$ cat config.mk
export PLATFORM = sky130hd
export DESIGN_NAME = sample_serializer
export DESIGN_NICKNAME = d
export VERILOG_FILES = /design/src/rtl/ser_pkg.sv /design/src/rtl/ser_phase_ctr.sv /design/src/rtl/ser_word_hold.sv /design/src/rtl/ser_lane_sel.sv /design/src/rtl/sample_serializer.sv
export SDC_FILE = /design/constraint.sdc
export NUM_CORES = 1
export LEC_CHECK = 0
export BUFFER_PORTS_ARGS = -buffer_cell sky130_fd_sc_hd__clkbuf_2
export CORE_MARGIN = 4
export CORE_UTILIZATION = 34
export CTS_CLUSTER_SIZE = 14
export DETAILED_ROUTE_END_ITERATION = 10
export GPL_TIMING_DRIVEN = 0
export SLEW_MARGIN = 25
export SYNTH_ARGS = -nofsm -noshare
export SYNTH_HDL_FRONTEND = slang
export SYNTH_SLANG_ARGS = --single-unit
$ cat constraint.sdc
create_clock -name clk_i -period 3.75 [get_ports clk_i]
set_clock_uncertainty 0.1 [all_clocks]
set_input_delay 0.375 -clock clk_i [delete_from_list [all_inputs] [get_ports clk_i]]
set_output_delay 0.375 -clock clk_i [all_outputs]
set_load 0.01 [all_outputs]
$ cat src/rtl/ser_pkg.sv
package ser_pkg;
   // True when n is a power of two no smaller than two
   function automatic bit lanes_ok(input int n);
      return (n >= 2) && ((n & (n - 1)) == 0);
   endfunction

   // Width of a counter that walks all lanes
   function automatic int phase_bits(input int n);
      return (n <= 2) ? 1 : $clog2(n);
   endfunction
endpackage

$ cat src/rtl/ser_phase_ctr.sv
module ser_phase_ctr #(
   parameter int CNT_W = 2
) (
   input  logic             clk_i,
   input  logic             rst_i,
   output logic [CNT_W-1:0] phase_o,
   output logic             last_o
);
   localparam logic [CNT_W-1:0] PH_LAST = {CNT_W{1'b1}};

   logic [CNT_W-1:0] phase_q;

   always_ff @(posedge clk_i) begin
      if (rst_i) phase_q <= '0;
      else       phase_q <= phase_q + 1'b1;
   end

   assign phase_o = phase_q;
   assign last_o  = (phase_q == PH_LAST);

   AST_PHASE_STEP: assert property (@(posedge clk_i) disable iff (rst_i)
      1'b1 |=> (phase_q == CNT_W'($past(phase_q) + 1'b1)));
   AST_LAST_SINGLE: assert property (@(posedge clk_i) disable iff (rst_i)
      last_o |=> !last_o);
endmodule

$ cat src/rtl/ser_word_hold.sv
module ser_word_hold #(
   parameter int WORD_W = 32
) (
   input  logic              clk_i,
   input  logic              rst_i,
   input  logic              load_i,
   input  logic [WORD_W-1:0] d_i,
   output logic [WORD_W-1:0] q_o
);
   logic [WORD_W-1:0] word_q;

   always_ff @(posedge clk_i) begin
      if (rst_i)       word_q <= '0;
      else if (load_i) word_q <= d_i;
   end

   assign q_o = word_q;

   AST_HOLD_KEEP: assert property (@(posedge clk_i) disable iff (rst_i)
      !load_i |=> $stable(word_q));
   AST_HOLD_LOAD: assert property (@(posedge clk_i) disable iff (rst_i)
      load_i |=> (word_q == $past(d_i)));
endmodule

$ cat src/rtl/ser_lane_sel.sv
module ser_lane_sel #(
   parameter int LANE_W = 8,
   parameter int LANES  = 4,
   parameter int CNT_W  = 2
) (
   input  logic [LANE_W*LANES-1:0] word_i,
   input  logic [CNT_W-1:0]        phase_i,
   output logic [LANE_W-1:0]       lane_o
);
   // Lane index is the complement of the phase: the top lane goes first
   logic [CNT_W-1:0] idx;
   assign idx = ~phase_i;

   for (genvar b = 0; b < LANE_W; b++) begin : g_bit
      logic [LANES-1:0] col;
      for (genvar l = 0; l < LANES; l++) begin : g_col
         assign col[l] = word_i[l*LANE_W + b];
      end
      if (LANES == 4) begin : g_four
         always_comb begin
            case (idx)
               2'd0:    lane_o[b] = col[0];
               2'd1:    lane_o[b] = col[1];
               2'd2:    lane_o[b] = col[2];
               default: lane_o[b] = col[3];
            endcase
         end
      end else begin : g_any
         assign lane_o[b] = col[idx];
      end
   end
endmodule

$ cat src/rtl/sample_serializer.sv
module sample_serializer #(
   parameter int LANE_W = 8,
   parameter int LANES  = 4
) (
   input  logic                    clk_i,
   input  logic                    rst_i,
   input  logic [LANE_W*LANES-1:0] wide_i,
   output logic                    take_o,
   output logic [LANE_W-1:0]       sample_o
);
   import ser_pkg::*;

   localparam int WORD_W = LANE_W * LANES;
   localparam int CNT_W  = phase_bits(LANES);

   initial begin : p_param_chk
      AST_LANES_POW2: assert (lanes_ok(LANES) && LANE_W >= 1)
         else $error("lane count must be a power of two >= 2");
   end

   logic [CNT_W-1:0]  phase;
   logic              last;
   logic [WORD_W-1:0] held;
   logic [LANE_W-1:0] lane;
   logic [LANE_W-1:0] out_q;
   logic [LANE_W-1:0] top_in;

   ser_phase_ctr #(.CNT_W(CNT_W)) u_ctr (
      .clk_i  (clk_i),
      .rst_i  (rst_i),
      .phase_o(phase),
      .last_o (last)
   );

   ser_word_hold #(.WORD_W(WORD_W)) u_hold (
      .clk_i (clk_i),
      .rst_i (rst_i),
      .load_i(last),
      .d_i   (wide_i),
      .q_o   (held)
   );

   ser_lane_sel #(.LANE_W(LANE_W), .LANES(LANES), .CNT_W(CNT_W)) u_sel (
      .word_i (held),
      .phase_i(phase),
      .lane_o (lane)
   );

   always_ff @(posedge clk_i) begin
      if (rst_i) out_q <= '0;
      else       out_q <= lane;
   end

   assign take_o   = last;
   assign sample_o = out_q;
   assign top_in   = wide_i[WORD_W-1 -: LANE_W];

   AST_RST_CLEAR: assert property (@(posedge clk_i)
      rst_i |=> (sample_o == '0 && !take_o));
   AST_OUT_LATENCY: assert property (@(posedge clk_i) disable iff (rst_i)
      1'b1 |=> (sample_o == $past(lane)));
   AST_TOP_FIRST: assert property (@(posedge clk_i) disable iff (rst_i)
      take_o |=> ##1 (sample_o == $past(top_in, 2)));
endmodule

-- Yosys cells after proc, flatten, opt, wreduce, memory -nomap -nowiden
Index checks and enable logic that the tools add are counted.
Widths: inputs -> output; s select.
- input port bits: 34
- flip-flop bits (word level): 42
- bitwise gates (word level): 1
- reductions and logical operators: 1
- equal/unequal tests: 3
- add/subtract/negate cells: 1
- muxes and demuxes: 8
- operator list (cell ; count):
    $pmux 1 s3 ; 8
    $eq 2x2->1 const B ; 2
    $add 2x1->2 const B ; 1
    $eq 2x1->1 const B ; 1
    $logic_not 2->1 ; 1
    $not 2->2 ; 1

-- Logic depth before layout (Yosys ltp)
Gate-level depths: netlist (run 1).
- word-level depth: 3
- gate-level depth with buffers: 6

-- Cells and area by module
From an unflattened synthesis (run 1), not the netlist that was laid out.
- cells, all modules: 134
- area, all modules: 1632.8 um^2
- by module, submodules not included (module ; area each (um^2) ; seq. area each (um^2) ; cells an instance ; times used):
    ser_word_hold ; 1163.6 ; 640.6 ; 103 ; 1
    sample_serializer ; 210.2 ; 160.2 ; 16 ; 1
    ser_lane_sel ; 196.4 ; 0.0 ; 10 ; 1
    ser_phase_ctr ; 62.6 ; 40.0 ; 5 ; 1

-- Worst setup path after synthesis (run 1)
No wires, ideal clock.
- path kind: register to register
- from: reg u_ctr.phase_q[0], in the netlist u_ctr.phase_o[0]
- to: reg u_hold.word_q[13], in the netlist u_hold.q_o[13]
- slack: 2.417 ns
- data arrival time: 1.111 ns
- clock period less this slack: 1.333 ns
- required time: 3.528 ns
- library setup time: 0.122 ns
- path buffers: 2
- stages on the path, launching flop included: 6
- path through: dfxtp_1 ha_1 buf_4 buf_6 mux2i_1 nor2_1
- word-level cells in the longest chain between the ends: 1
- ends and longest elaborated chain (element ; line ; text):
    start, declared ; ser_phase_ctr.sv:11 ; logic [CNT_W-1:0] phase_q;
    start signal, assigned ; ser_phase_ctr.sv:15 ; else phase_q <= phase_q + 1'b1;
    $eq 2x2->1 ; ser_phase_ctr.sv:19 ; assign last_o = (phase_q == PH_LAST);
    net take_o ; sample_serializer.sv:8 ; output logic take_o,
    end signal, assigned ; ser_word_hold.sv:14 ; else if (load_i) word_q <= d_i;
    end, declared ; ser_word_hold.sv:10 ; logic [WORD_W-1:0] word_q;
The timed path passes the listed nets, and every way through them passes these cells.
A chain may end at the register's enable or synchronous reset.

-- Worst setup path in the final report (run 1)
- from: reg u_ctr.phase_q[0], in the netlist u_ctr.phase_o[0]
- to: out take_o
- word-level cells in the longest chain between the ends: 1
- ends and longest elaborated chain (element ; line):
    $eq 2x2->1 ; ser_phase_ctr.sv:19
    end, declared ; sample_serializer.sv:8
Every way passes these cells.

==> flow_summary.ini, run 1 <==
[outcome]
outcome = finished, final reports clean

[worst_setup_path]
r2r_start = u_ctr.phase_o[0]
max_stage_delay_ns = 0.39
path_delay_family = flip-flops
cp_slowest_cell = dfxtp_1
worstSetupStartpointType = flip-flop
path_class = flip-flop to output pin
required_ns = 3.27
critPathMaxFanout = 4
crit_path_end_kind = output pin
crit_buf_inv = 1
worstPathCellList = ha_1 -> clkbuf_2
cp.arrival_ns = 1.04
critical_path.startpoint = u_ctr.phase_o[0]

[cells_and_area]
area_growth_pct = 21.1
final_area_mm2 = 0.00213
regArea_um2 = 841
mostFrequentLayoutCells = 42 x clkbuf_2, 42 x dfxtp_1, 33 x nor2_1, 32 x mux2i_1, 10 x inv_1
final_nets = 246
n_fill_cell = 520
diodes = 0
layout-drive-gt1-share = 0.367
instances_no_fill = 274
multi_input_comb_area_um2 = 761

[grt]
overflow = 0
first_global_vias = 1264
grt_pass1_wl_um = 6020
grt_usage = 0.126
grt_max_degree = 12
antenna_found_initial = 0

[route]
drt_iter0_markers = 70
drt-total-wl_um = 3630
drc_errors = 0
drt.antenna.violating_nets = 0
wl_per_cell_um = 13.2
vias = 1216
drt_pass1_iterations = 4
vias_per_cell = 4.44

[cts]
ctsHoldBuffers = 0
cts_setup_buffers = 0
clk_pin_slew_ns = 0.07
root_buffer = clkbuf_8
cts_tree = done
cts.sink_count = 42
htree_levels = 2
ctsResizeCount = 0
clock_latency_ns = 0.29
clock_path_buffers = 2
numCtsBuffers = 5

[yosys]
ys_ff_latch = 42
synth_seq_area_share = 0.478
synth_cell_types = 16
yosysWarnings = 0
syn-num-nets = 198
netlist_area_mm2 = 0.00176
syn_inst = 160
syn_area_per_cell_um2 = 11.0

[hold_path]
hold_path.class = primary input to flip-flop
hold_path_startpoint = wide_i[22]

[placed_design]
dp.cells = 268
dp_hpwl_um = 2740
postPlaceCellArea_mm2 = 0.00205
gp_congestion = 0.703
place_ws_ns = 2.28
placement.io_buffers = 41

[timing]
fin_crit_sh = 0.405
rsz0062_at_grt = false
setup_violations = 0
hold_viol_final = 0
tightest_slew_ns = 0.264
drv_slew = 0
postLayoutSetupSlackWorst_ns = 2.23
slew_headroom = 0.824
fmax_mhz = 659
fin_crit_ns = 1.52
setup_tns_ns = 0

[floorplan]
io_pins = 43
initial_core_util = 0.361
core_mm2 = 0.00488
die_h_um = 79.9
die_x_um = 79.9
die-area_mm2 = 0.00639
rows = 25

[pwr]
p_total_mw = 0.887
powerDensity_mw_per_mm2 = 416
irDropWorstVdd_v = 0.000268
p_leak_nw = 0.822

[flow_run]
drv_cap = 0
[cell usage after synthesis]
library cell	n	area [um^2]
nor2_1	33	124
buf_4	3	22.5
buf_12	1	20.0
a22oi_2	8	100
buf_6	3	33.8
nor2b_1	1	6.26
inv_1	10	37.5
mux2i_1	32	320
ha_1	4	50.1
clkbuf_1	1	3.75
a21oi_1	8	40.0
dfxtp_1	42	841
a221oi_2	8	120
buf_8	1	15.0
clkbuf_2	1	5.00
buf_2	4	20.0
[logic make-up (layout without fill, tap and decap cells)]
kind of cell,Yosys count,in the layout,synth area share
compound gates,24,24,0.148
fa+ha+maj,4,4,0.0285
flops,42,42,0.478
mux,32,32,0.182
buf+inv,24,71,0.0896
simple gates,34,34,0.0740
[worst register-to-register path, cell delays in order (launching register included)]
cell and delay [ns]:
dfxtp_1 0.39, inv_1 0.09, ha_1 0.20, buf_4 0.16
buf_8 0.15, a221oi_2 0.29
[flip-flops by register name, summed over array words and instances (netlist names)]
signal         count
u_hold.q_o        32
sample_o           8
u_ctr.phase_o      2
[power by group]
part | total, mW | internal [mW] | switching [mW]
registers | 0.477 | 0.467 | 0.0103
logic | 0.128 | 0.0611 | 0.0665
clock network | 0.282 | 0.142 | 0.140
total | 0.887 | 0.670 | 0.217
[area by class of cell]
cell class                 instances  area share
buffer                            14      0.0564
clock buffer                       6      0.0388
inverter                          10      0.0176
multi-input combinational         94       0.357
sequential                        42       0.395
tap                               67      0.0393
timing repair buffer              41      0.0963
[worst paths after layout]
check,endpoint,cells after the start,slack [ns]
worst max-delay path,take_o,2,2.23
worst min-delay path,u_hold.q_o[22],3,0.22
worst max register to register,sample_o[6],5,2.29
worst min register to register,u_ctr.phase_o[0],1,0.36
[per-stage QoR]
stage | hold WS (ns) | util
finish | 0.217 | 0.437
global route | 0.219 | 0.437
CTS | 0.214 | 0.437
detailed placement | 0.350 | 0.420
global placement | 0.342 | 0.420
floorplan | 0.318 | -
[per-layer routing]
metal | GRT usage | wire length [um]
met5 | 0 | 0
met4 | 0.0456 | 48
met3 | 0.0418 | 251
met2 | 0.186 | 1620
met1 | 0.169 | 1710
(Power assumes the default switching activity.)
==> run 2: changes to the inputs <==
- clock period: 3.75 -> 1.5 ns (I/O delays scaled with it)
==> run 2 against run 1 <==
Clock power rose to 2.5 times the previous value. Utilization rose by 3.6 points. Non-clock buffer count rose by 16. Flip-flop and latch count did not move. Global-route usage rose by 0.47 points. Setup slack got worse by 2.1 ns. First-iteration DRC count rose by 5.7%. Die area did not move. Critical path depth rose by 3. Final cell count rose by 5.8%. Combinational power rose to 2.8 times the previous value. Largest power group unchanged. Highest routed layer unchanged.
==> flow_summary.ini, run 2 (same netlist as run 1, synthesis figures left out) <==
[pwr]
p_leak_nw = 0.890
irDropWorstVdd_v = 0.000669
p_total_mw = 2.26
powerDensity_mw_per_mm2 = 980

[cells_and_area]
n_fill_cell = 512
area_growth_pct = 31.1
diodes = 0
layout_commonest_cell = clkbuf_2
mostFrequentLayoutCells = 42 x clkbuf_2, 41 x dfxtp_1, 33 x nor2_1, 32 x mux2i_1, 16 x dlygate4sd3_1
final_nets = 262
layout-drive-gt1-share = 0.350
largest_reg_flops = 32

[grt]
grt_pass1_wl_um = 6290
antenna_found_initial = 0
overflow = 0
first_global_vias = 1319
grt_usage = 0.131
grt_max_degree = 12

[floorplan]
io_pins = 43
rows = 25
die_x_um = 79.9
initial_core_util = 0.361
die_h_um = 79.9
die-area_mm2 = 0.00639
core_mm2 = 0.00488

[placed_design]
dp_hpwl_um = 2740
gp_congestion = 0.703
placement.io_buffers = 41

[timing]
fmax_mhz = 708
drv_slew = 0
rsz0062_at_grt = false
fin_crit_ns = 1.41
setup_violations = 0
setup_tns_ns = 0
fin_crit_sh = 0.942
tightest_slew_ns = 0.264
hold_viol_final = 0
slew_headroom = 0.824

[hold_path]
hold_end = u_hold.q_o[6]
hold_path_startpoint = wide_i[6]
hold_path.class = primary input to flip-flop
holdPathStages = 3

[cts]
numCtsBuffers = 5
clock_path_buffers = 2
clk_pin_slew_ns = 0.07
cts_tree = done
root_buffer = clkbuf_8
clock_latency_ns = 0.29
htree_levels = 2
cts_setup_buffers = 0
cts.sink_count = 42

[route]
drt.antenna.violating_nets = 0
drc_errors = 0
vias = 1271
drt-total-wl_um = 3730
drt_pass1_iterations = 4
drt_iter0_markers = 74
wl_per_cell_um = 12.9
vias_per_cell = 4.38

[worst_setup_path]
rrSetupSlack_ns = 0.09
r2r-end = sample_o[6]
ff2ff_path_depth = 5
path_class = flip-flop to flip-flop
critPathMaxFanout = 10
r2r_start = u_ctr.phase_o[1]
crit_path_end_kind = flip-flop
cp.arrival_ns = 1.51
required_ns = 1.60
worstSetupStartpointType = flip-flop

[outcome]
outcome = finished, final reports clean

[flow_run]
drv_cap = 0
## run 2: cell types whose count changed in the layout (fill, tap and decap cells not counted), sizes merged
| cell | previous run | this run |
|---|---|---|
| dlygate4sd3 | 0 | 16 |
## run 2: stage by stage
stage                     std cells   util  setup WS, ns  hold slack (ns)  instance area, um^2
after CTS                       290  0.469        0.0149         0.000750                 2290
after detailed placement        268  0.420        0.0284            0.295                 2050
after floorplan                 160      -         0.167            0.197                 1760
final                           290  0.473        0.0873         0.000145                 2310
after global routing            290  0.473       0.00420          0.00395                 2310
after global placement          268  0.420        0.0719            0.285                 2050
## run 2: per-layer routing
| metal | global-route usage | vias to the layer above | wire (um) |
|---|---|---|---|
| met5 | 0 | - | 0 |
| met4 | 0.0456 | 0 | 48 |
| met3 | 0.0406 | 6 | 209 |
| met2 | 0.196 | 33 | 1700 |
| met1 | 0.176 | 560 | 1780 |
| li1 | - | 672 | - |
## run 2: worst max path at each step
stage / from / end / slack (ns)
6_report: u_ctr.phase_o[1] / sample_o[6] / 0.09
5_1_grt: u_ctr.phase_o[0] / sample_o[6] / 0.004
4_1_cts: u_ctr.phase_o[0] / sample_o[6] / 0.01
3_5_place_dp: u_ctr.phase_o[0] / sample_o[6] / 0.03
3_3_place_gp: u_ctr.phase_o[0] / sample_o[0] / 0.07
2_1_floorplan: u_ctr.phase_o[0] / u_hold.q_o[13] / 0.17
## run 2: critical path: stages (launching register included)
cell and delay, ns:
dfxtp_1 0.36, ha_2 0.21, buf_4 0.15, buf_12 0.15
a22oi_2 0.08, a221oi_2 0.26
## run 2: cell type report
class	instances	area, um^2	share of cell area
plain buffers	14	129	0.0559
inverters	10	37.5	0.0163
repair buffers	57	365	0.158
multi-input cells	94	763	0.331
flip-flops and latches	42	845	0.366
well taps	67	83.8	0.0364
clock buffers	6	82.6	0.0358
## run 2: timing repair
action,in CTS,in global routing
gates resized for setup,0,5
hold endpoints to repair,16,0
setup endpoints to repair,0,36
hold buffers,16,0
## run 2: power by group
| part | switching (mW) | internal (mW) | total [mW] | leakage (nW) |
|---|---|---|---|---|
| clock | 0.354 | 0.355 | 0.709 | 0.0431 |
| combinational | 0.173 | 0.186 | 0.359 | 0.505 |
| sequential | 0.0259 | 1.17 | 1.19 | 0.342 |
==> run 3: changes to the inputs <==
- PLACE_DENSITY: unset -> 0.55
- RECOVER_POWER: unset -> 50
==> run 3 against run 2 <==
Largest cell class unchanged. Power rose by 1.8%. Hold slack better by 0.0024 ns. Utilization rose by 0.79 points. Critical endpoint is now sample_o[7].
==> flow_summary.ini, run 3 (same netlist as run 1, synthesis figures left out) <==
[outcome]
outcome = finished, final reports clean

[worst_setup_path]
critPathMaxFanout = 10
required_ns = 1.60
rrSetupSlack_ns = 0.11
crit_buf_inv = 3
cp_slowest_cell = dfxtp_2
worstSetupStartpointType = flip-flop
max_stage_delay_ns = 0.36
crit_path_end_kind = flip-flop
cp.arrival_ns = 1.49
path_class = flip-flop to flip-flop
path_delay_family = buffers and inverters
worstPathCellList = inv_1 -> ha_1 -> buf_4 -> buf_8 -> a221oi_2

[cts]
clock_latency_ns = 0.29
clock_path_buffers = 2
cts_tree = done
root_buffer = clkbuf_8
numCtsBuffers = 5
clk_pin_slew_ns = 0.07
htree_levels = 2
cts.sink_count = 42

[pwr]
comb_power_share = 0.155
p_leak_nw = 0.885
internal-power_mw = 1.72
powerDensity_mw_per_mm2 = 981
irDropWorstVdd_v = 0.000555
pwr-share-clk = 0.326
switchingPower_mw = 0.581
seqPwrFrac = 0.519
p_sw_frac = 0.253

[timing]
postLayoutSetupSlackWorst_ns = 0.113
drv_slew = 0
setup_violations = 0
slew_headroom = 0.712
tightest_slew_ns = 0.431
hold_ws_ns = 0.00253
fmax_mhz = 721
setup_tns_ns = 0
fin_crit_ns = 1.39
hold_viol_final = 0
fin_crit_sh = 0.925
rsz0062_at_grt = false

[cells_and_area]
area_growth_pct = 33.3
mostFrequentLayoutCells = 40 x dfxtp_1, 34 x clkbuf_2, 33 x nor2_1, 32 x mux2i_1, 21 x dlygate4sd3_1
diodes = 0
layout_commonest_cell = dfxtp_1
layout-drive-gt1-share = 0.309
largest_reg_flops = 32
final_nets = 267

[floorplan]
die_h_um = 79.9
io_pins = 43
initial_core_util = 0.361
rows = 25
die-area_mm2 = 0.00639
die_x_um = 79.9
core_mm2 = 0.00488

[placed_design]
dp_hpwl_um = 2730
gp_congestion = 0.710
place_ws_ns = 0.0850
placement.io_buffers = 41

[route]
drt_pass1_iterations = 4
drt-total-wl_um = 3880
drt.antenna.violating_nets = 0
drc_errors = 0
wl_per_cell_um = 13.1
drt_iter0_markers = 68
vias_per_cell = 4.42
vias = 1312

[hold_path]
hold_path.class = primary input to flip-flop

[grt]
grt_usage = 0.131
grt_max_degree = 14
grt_pass1_wl_um = 6310
first_global_vias = 1286
antenna_found_initial = 0
overflow = 0

[flow_run]
drv_cap = 0
-- run 3: metrics by stage --
stage / power (mW) / cells / cell area, um^2 / util
detailed placement: 1.54 / 268 / 2050 / 0.420
CTS: 2.34 / 296 / 2340 / 0.480
global route: 2.43 / 297 / 2340 / 0.481
floorplan: 1.43 / 160 / 1760 / -
global placement: 1.54 / 268 / 2050 / 0.420
finish: 2.30 / 297 / 2340 / 0.481
-- run 3: tightest hold or removal path: stages --
cell and delay, ns:
clkbuf_2 0.08, mux2i_1 0.05, nor2_1 0.07
-- run 3: area by class of cell --
| cell class | instances | area (um^2) |
|---|---|---|
| Fill cell | 492 | 2530 |
| Sequential cell | 42 | 843 |
| Multi-Input combinational cell | 94 | 761 |
| Timing Repair Buffer | 62 | 405 |
| Buffer | 14 | 119 |
| Tap cell | 67 | 83.8 |
| Clock buffer | 6 | 82.6 |
| Inverter | 10 | 37.5 |
| Clock inverter | 2 | 12.5 |
-- run 3: metal layers --
layer	wire, um	global-route usage
met5	0	0
met4	53	0.0456
met3	194	0.0384
met2	1720	0.191
met1	1920	0.184
-- run 3: timing repair --
action                                 in CTS  in global routing
buffers inserted                            0                  0
setup endpoints to repair                   0                 14
resized for setup                           0                  3
endpoints found under the hold margin      20                  1
hold buffers                               20                  1
-- run 3: power by group through the flow --
| stage | registers, mW | logic, mW | clock network (mW) |
|---|---|---|---|
| final | 1.19 | 0.357 | 0.750 |
| after floorplan | 1.22 | 0.210 | 0 |
| after global placement | 1.22 | 0.321 | 0 |
| after global routing | 1.20 | 0.398 | 0.832 |
| after detailed placement | 1.22 | 0.322 | 0 |
| after CTS | 1.19 | 0.364 | 0.780 |
-- run 3: path summary, 6_finish.rpt --
| check | startpoint | end | cells after the start |
|---|---|---|---|
| setup / recovery | u_ctr.phase_o[0] | sample_o[7] | 5 |
| hold / removal | wide_i[30] | u_hold.q_o[30] | 3 |
| setup reg to reg | u_ctr.phase_o[0] | sample_o[7] | 5 |
| hold reg to reg | u_ctr.phase_o[0] | u_ctr.phase_o[0] | 1 |
